==> config.mk <==
export PLATFORM = sky130hd
export DESIGN_NAME = frac_fb_divider
export DESIGN_NICKNAME = d
export VERILOG_FILES = /design/src/rtl/ffd_pkg.sv /design/src/rtl/ffd_settings.sv /design/src/rtl/ffd_frac_acc.sv /design/src/rtl/ffd_modcnt.sv /design/src/rtl/frac_fb_divider.sv
export SDC_FILE = /design/constraint.sdc
export NUM_CORES = 1
export LEC_CHECK = 0
export BUFFER_PORTS_ARGS = -buffer_cell sky130_fd_sc_hd__buf_4
export CORE_UTILIZATION = 65
export DETAILED_ROUTE_END_ITERATION = 10
export GPL_ROUTABILITY_DRIVEN = 1
export HOLD_SLACK_MARGIN = 0.03
export PLACE_DENSITY = 0.88
export SYNTH_ARGS = -nofsm -noshare
export SYNTH_HDL_FRONTEND = slang
export SYNTH_HIERARCHICAL = 1
export SYNTH_SLANG_ARGS = --single-unit
==> constraint.sdc <==
create_clock -name clk -period 15.2 [get_ports clk]
set_input_delay 1.52 -clock clk [delete_from_list [all_inputs] [get_ports clk]]
set_output_delay 1.52 -clock clk [all_outputs]
set_load 0.005 [all_outputs]
==> src/rtl/ffd_pkg.sv <==
package ffd_pkg;
    parameter int S_W   = 30;
    parameter int F_W   = 10;
    parameter int S_MIN = 7;
    localparam int CNT_W = S_W + 1;

    typedef struct packed {
        logic [S_W-1:0] s;
        logic [F_W-1:0] u;
        logic [F_W-1:0] v;
    } ffd_set_t;

    typedef enum logic {
        ST_IDLE,
        ST_ARMED
    } ffd_state_e;

    localparam ffd_set_t SET_DEFAULT = '{s: S_W'(S_MIN), u: '0, v: F_W'(1)};
endpackage

==> src/rtl/ffd_settings.sv <==
module ffd_settings
    import ffd_pkg::*;
(
    input  logic           clk,
    input  logic           rst_n,
    input  logic           load_i,
    input  logic [S_W-1:0] s_i,
    input  logic [F_W-1:0] u_i,
    input  logic [F_W-1:0] v_i,
    input  logic           hit_i,
    output ffd_set_t       act_o,
    output logic           commit_o
);
    ffd_state_e state_q, state_d;
    ffd_set_t   pend_q;
    ffd_set_t   act_q;
    logic       load_ok;

    // validity screen for a new set
    assign load_ok = load_i && (v_i != '0) && (u_i < v_i) && (s_i >= S_W'(S_MIN));
    assign commit_o = hit_i && (state_q == ST_ARMED);
    assign act_o = act_q;

    // state register
    always_ff @(posedge clk) begin
        if (!rst_n) begin
            state_q <= ST_IDLE;
        end else begin
            state_q <= state_d;
        end
    end

    // transitions: ACCEPT, REPLACE, COMMIT, HOLD
    always_comb begin
        state_d = state_q;
        unique case (state_q)
            ST_IDLE: begin
                if (load_ok) begin
                    state_d = ST_ARMED;
                end
            end
            ST_ARMED: begin
                if (hit_i && !load_ok) begin
                    state_d = ST_IDLE;
                end
            end
            default: state_d = ST_IDLE;
        endcase
    end

    // data registers
    always_ff @(posedge clk) begin
        if (!rst_n) begin
            pend_q <= SET_DEFAULT;
            act_q  <= SET_DEFAULT;
        end else begin
            if (commit_o) begin
                act_q <= pend_q;
            end
            if (load_ok) begin
                pend_q <= '{s: s_i, u: u_i, v: v_i};
            end
        end
    end

    AST_ACT_ONLY_AT_EDGE: assert property (@(posedge clk) disable iff (!rst_n)
        (act_q != $past(act_q)) |-> $past(hit_i));

    AST_ACT_VALID: assert property (@(posedge clk) disable iff (!rst_n)
        (act_q.v != '0) && (act_q.u < act_q.v) && (act_q.s >= S_W'(S_MIN)));
endmodule

==> src/rtl/ffd_frac_acc.sv <==
module ffd_frac_acc
    import ffd_pkg::*;
(
    input  logic           clk,
    input  logic           rst_n,
    input  logic           hit_i,
    input  logic           commit_i,
    input  logic [F_W-1:0] u_i,
    input  logic [F_W-1:0] v_i,
    output logic           extra_o,
    output logic [F_W-1:0] residue_o
);
    logic [F_W-1:0] acc_q;
    logic [F_W:0]   sum;
    logic [F_W:0]   wrapped;

    // look ahead: does the period now running end with a carry?
    assign sum     = {1'b0, acc_q} + {1'b0, u_i};
    assign extra_o = (sum >= {1'b0, v_i});
    assign wrapped = extra_o ? (sum - {1'b0, v_i}) : sum;

    always_ff @(posedge clk) begin
        if (!rst_n) begin
            acc_q     <= '0;
            residue_o <= '0;
        end else if (hit_i) begin
            if (commit_i) begin
                acc_q     <= '0;
                residue_o <= '0;
            end else begin
                acc_q     <= wrapped[F_W-1:0];
                residue_o <= wrapped[F_W-1:0];
            end
        end
    end

    AST_ACC_BELOW_V: assert property (@(posedge clk) disable iff (!rst_n)
        acc_q < v_i);

    AST_RES_ZERO_INT: assert property (@(posedge clk) disable iff (!rst_n)
        (hit_i && u_i == '0) |=> (residue_o == '0));
endmodule

==> src/rtl/ffd_modcnt.sv <==
module ffd_modcnt
    import ffd_pkg::*;
(
    input  logic           clk,
    input  logic           rst_n,
    input  logic           roll_i,
    input  logic [S_W-1:0] s_i,
    input  logic           extra_i,
    output logic           hit_o
);
    logic [CNT_W-1:0] cnt_q;
    logic [CNT_W-1:0] last_cnt;

    // period is S+1 or S+2 rollovers; last index is S or S+1
    assign last_cnt = {1'b0, s_i} + CNT_W'(extra_i);
    assign hit_o    = roll_i && (cnt_q == last_cnt);

    always_ff @(posedge clk) begin
        if (!rst_n) begin
            cnt_q <= '0;
        end else if (hit_o) begin
            cnt_q <= '0;
        end else if (roll_i) begin
            cnt_q <= cnt_q + 1'b1;
        end
    end

    AST_CNT_BOUND: assert property (@(posedge clk) disable iff (!rst_n)
        cnt_q <= last_cnt);

    AST_IDLE_HOLDS: assert property (@(posedge clk) disable iff (!rst_n)
        !roll_i |=> $stable(cnt_q));
endmodule

==> src/rtl/frac_fb_divider.sv <==
module frac_fb_divider
    import ffd_pkg::*;
(
    input  logic           clk,
    input  logic           rst_n,
    input  logic           roll_i,
    input  logic           load_i,
    input  logic [S_W-1:0] s_i,
    input  logic [F_W-1:0] u_i,
    input  logic [F_W-1:0] v_i,
    output logic           edge_o,
    output logic [F_W-1:0] residue_o
);
    ffd_set_t act;
    logic     hit;
    logic     commit;
    logic     extra;

    ffd_settings u_settings (
        .clk      (clk),
        .rst_n    (rst_n),
        .load_i   (load_i),
        .s_i      (s_i),
        .u_i      (u_i),
        .v_i      (v_i),
        .hit_i    (hit),
        .act_o    (act),
        .commit_o (commit)
    );

    ffd_frac_acc u_acc (
        .clk       (clk),
        .rst_n     (rst_n),
        .hit_i     (hit),
        .commit_i  (commit),
        .u_i       (act.u),
        .v_i       (act.v),
        .extra_o   (extra),
        .residue_o (residue_o)
    );

    ffd_modcnt u_cnt (
        .clk     (clk),
        .rst_n   (rst_n),
        .roll_i  (roll_i),
        .s_i     (act.s),
        .extra_i (extra),
        .hit_o   (hit)
    );

    always_ff @(posedge clk) begin
        if (!rst_n) begin
            edge_o <= 1'b0;
        end else begin
            edge_o <= hit;
        end
    end

    AST_NO_BACK_TO_BACK: assert property (@(posedge clk) disable iff (!rst_n)
        edge_o |=> !edge_o);

    AST_EDGE_FOLLOWS_ROLL: assert property (@(posedge clk) disable iff (!rst_n)
        edge_o |-> $past(roll_i));
endmodule

==> results by group <==
Outcome
  • Run status: completed

Synthesis
  • Cell taking the most area after synthesis: sky130_fd_sc_hd__dfxtp_1
  • Mapped Nets: 1070
  • Seq/Total Area, Yosys: 35.0%
  • Fraction of synthesis flops using an asynchronous set or reset pin: 0%
  • Post-synthesis sequential element count: 143
  • Main flop type after synthesis: sky130_fd_sc_hd__dfxtp_1
  • Dominant cells by area after synthesis: sky130_fd_sc_hd__dfxtp_1 (35%), sky130_fd_sc_hd__nand2_1 (11%), sky130_fd_sc_hd__mux2i_1 (6.2%), sky130_fd_sc_hd__xnor2_1 (5.4%), sky130_fd_sc_hd__ha_1 (4.9%)
  • Netlist cell types: 69
  • Number of warnings printed during yosys synthesis: 6
  • Number of enable-type register cells in the synthesized netlist: 0
  • Combined area of all synthesized cells: about 8200 sq um
  • Avg Cell Area, Syn: 8.33 sq um
  • Count of mapped cells out of synthesis: 982
  • Synth top area share: 35.0%

Worst setup path
  • Register-to-register setup slack: around 8.0 ns
  • CP required: between 15 and 20 ns
  • Critical path class: reg2reg
  • Worst Setup Start Kind: flop
  • Crit path capture type: flop
  • Largest fanout of any net on the critical path: 51
  • Highest-delay cell along the critical path: sky130_fd_sc_hd__or4_1
  • Critical Path Max Stage Delay: between 0.5 and 0.6 ns
  • Most repeated library cell on the critical path: sky130_fd_sc_hd__ha_1
  • Arrival time at the worst endpoint: 7.56 ns

Die
  • Floorplan die height: approximately 110 um
  • Top-Level Pins: 65
  • Placement Rows: 40
  • Std-Cell Core Area: 12100 sq um
  • Die area: 13000 sq um
  • Width of the chip: 114 um
  • Initial core utilization: around two thirds

STA
  • Final worst path period share: 47.4%
  • Worst-Margin Slew: 0.999 ns
  • Post-route minimum period: 7.20 ns
  • Final WS setup: 8.00 ns
  • Worst Skew: about 0.011 ns
  • Setup repair after global routing missed its margin: false
  • Relative slew margins: 33.4%
  • Count of final setup violators: 0
  • Final-layout setup total negative slack: 0 ns
  • Upper clock frequency limit: 139 MHz
  • Number of pins with negative max-slew slack in the final report: 0
  • Count of final hold-check violations: 0

Routing
  • First-pass iteration count of the detailed router: 5
  • Met3 wire length: 1440 um
  • Via total after detailed routing: 7089
  • Antenna violation net count after detailed routing: 0
  • Average via count per standard cell: 5.90
  • Highest routed layer: met4
  • # DRC: 0
  • Final WL: 19400 um
  • Met2 wire length: 8610 um
  • Met1 routed wirelength after detailed routing: 9040 um
  • Wire length per cell: 16.1 um
  • Initial detailed-routing violation count: 649

Clock network
  • Root buffer cell: sky130_fd_sc_hd__clkbuf_16
  • Number of hold buffers added after cts: 0
  • Number of CTS-inserted buffers: 17
  • Maximum number of buffers from clock root to sink: 2
  • # Post-CTS Setup Buffers: 0
  • Worst-path clk slew: roughly 0.060 ns
  • Clock insertion delay at the later pin of the skew report: 0.43 ns
  • # H-tree levels: 4
  • CTS tree: yes
  • Num Clock Sinks: 143
  • Gates resized, CTS repair: 0

Final layout
  • Leading cell type in the layout, fill and taps excluded: sky130_fd_sc_hd__nand2_1
  • Top library cells by usage in the layout, fill and taps aside: sky130_fd_sc_hd__nand2_1 (229), sky130_fd_sc_hd__dfxtp_1 (143), sky130_fd_sc_hd__buf_4 (70)
  • Ratio of cells with drive above 1 in the final layout: 12.2%
  • Count of antenna diodes in the layout: 0
  • Area growth from synthesis to layout: 13.4%
  • Layout net count: 1109

Global routing
  • Overall routing resource usage: a little under a third
  • Maximum number of pins on one net before global-route repair: approximately 120
  • First-pass GRT wire length: approximately 33000 um
  • Overflow left after global routing: 0
  • Antenna violations before repair: 0
  • Vias in the first global route: 6677

Power and ir drop
  • Static power due to leakage: 3.63 nW
  • Worst-case vdd ir drop: 0.0823 mV
  • Power per unit of standard cell area: between 90 and 100 nW/um^2

Placed design
  • Routability Congestion: around 0.95
  • Number of buffers added on ports: 64
  • Worst slack, placed: just over 8 ns
  • Final HPWL DP: 13300 um

Job
  • Max-cap violation count: 0

Min path
  • Class of the tightest hold or removal check: reg2reg
logic make-up after synthesis:
| family | synth area share, % |
|---|---|
| AND/OR/NAND/NOR | 25.5 |
| AO/OA/AOI/OAI | 14.3 |
| flip-flops | 35.0 |
| buffers and inverters | 4.94 |
| XOR/XNOR | 8.55 |
| multiplexers | 6.24 |
| adder cells (fa/ha/maj) | 5.39 |
worst paths after layout:
check / from / endpoint / cells past startpoint
worst max register to register: u_acc/acc_q[0]$_SDFFE_PN0P_ / u_acc/acc_q[7]$_SDFFE_PN0P_ / 30
worst min register to register: u_settings/pend_q[11]$_SDFFE_PN0P_ / u_settings/pend_q[11]$_SDFFE_PN0P_ / 2
worst min-delay path: u_settings/pend_q[11]$_SDFFE_PN0P_ / u_settings/pend_q[11]$_SDFFE_PN0P_ / 2
worst max-delay path: u_acc/acc_q[0]$_SDFFE_PN0P_ / u_acc/acc_q[7]$_SDFFE_PN0P_ / 30
synthesized netlist by cell type, types with 3 or more instances:
cell type	instances
sky130_fd_sc_hd__o31a_1	3
sky130_fd_sc_hd__o21a_1	4
sky130_fd_sc_hd__a211oi_1	8
sky130_fd_sc_hd__clkbuf_1	33
sky130_fd_sc_hd__a21o_1	5
sky130_fd_sc_hd__and3_1	13
sky130_fd_sc_hd__buf_6	9
sky130_fd_sc_hd__nand3b_1	5
sky130_fd_sc_hd__inv_1	33
sky130_fd_sc_hd__o2111ai_1	6
sky130_fd_sc_hd__o31ai_1	3
sky130_fd_sc_hd__a32o_1	3
sky130_fd_sc_hd__nand2_1	229
sky130_fd_sc_hd__o211ai_1	4
sky130_fd_sc_hd__nor2_1	45
sky130_fd_sc_hd__dfxtp_1	143
sky130_fd_sc_hd__mux2i_1	51
sky130_fd_sc_hd__nand3_1	33
sky130_fd_sc_hd__a21boi_0	48
sky130_fd_sc_hd__and2_1	6
sky130_fd_sc_hd__nor3_1	16
sky130_fd_sc_hd__and4_1	11
sky130_fd_sc_hd__nand4_1	29
sky130_fd_sc_hd__a41oi_1	3
sky130_fd_sc_hd__o22ai_1	3
sky130_fd_sc_hd__nor2b_1	17
sky130_fd_sc_hd__xor2_1	28
sky130_fd_sc_hd__nor2_2	10
sky130_fd_sc_hd__nor4_1	13
sky130_fd_sc_hd__xnor2_1	50
sky130_fd_sc_hd__ha_1	32
sky130_fd_sc_hd__nand2b_1	5
sky130_fd_sc_hd__o21ai_1	5
sky130_fd_sc_hd__o21ai_0	12
sky130_fd_sc_hd__a21oi_1	17
sky130_fd_sc_hd__buf_4	4
where the power goes:
group | total (mW) | leakage, nW | switching, mW | internal, mW
Combinational | 0.0558 | 2.16 | 0.0288 | 0.0270
Sequential | 0.393 | 1.16 | 0.00715 | 0.386
Clock | 0.443 | 0.309 | 0.163 | 0.280
state kept, by name (all words and copies together) (netlist names):
register            cells
u_settings/act_o       50
u_settings/pend_q      50
u_cnt/cnt_q            31
u_acc/acc_q            10
edge_o                  1
u_settings/state_q      1
per-layer routing:
metal,vias up,global-route usage (%)
met5,-,0
met3,31,7.20
met2,279,48.8
met1,3293,44.3
li1,3486,-
met4,0,10.5
worst max-delay path: cells and delay by family (launching register included):
kind	cells	cell delay [ns]
AOI/OAI and AO/OA	7	1.42
buffers and inverters	4	0.80
and+or+nand+nor	15	3.60
adders and majority gates	4	0.96
DFF	1	0.32
layout make-up:
class / count / area, sq um
well taps: 168 / 210
multi-input cells: 754 / 4910
repair buffers: 70 / 526
flip-flops and latches: 143 / 2860
clock buffers: 20 / 447
clock inverters: 12 / 183
inverters: 35 / 131
fillers: 838 / 2840
metrics by stage:
step	power, mW	std cells	util [%]	area (sq um)	hold slack [ns]
after floorplan	0.437	982	-	8180	0.435
final	0.892	1202	76.5	9270	0.458
after global routing	0.916	1202	76.5	9270	0.467
after global placement	0.453	1170	71.3	8640	0.443
after detailed placement	0.455	1170	71.3	8640	0.447
after CTS	0.895	1202	76.5	9270	0.459
No activity file was read; power rests on OpenSTA's default activity.
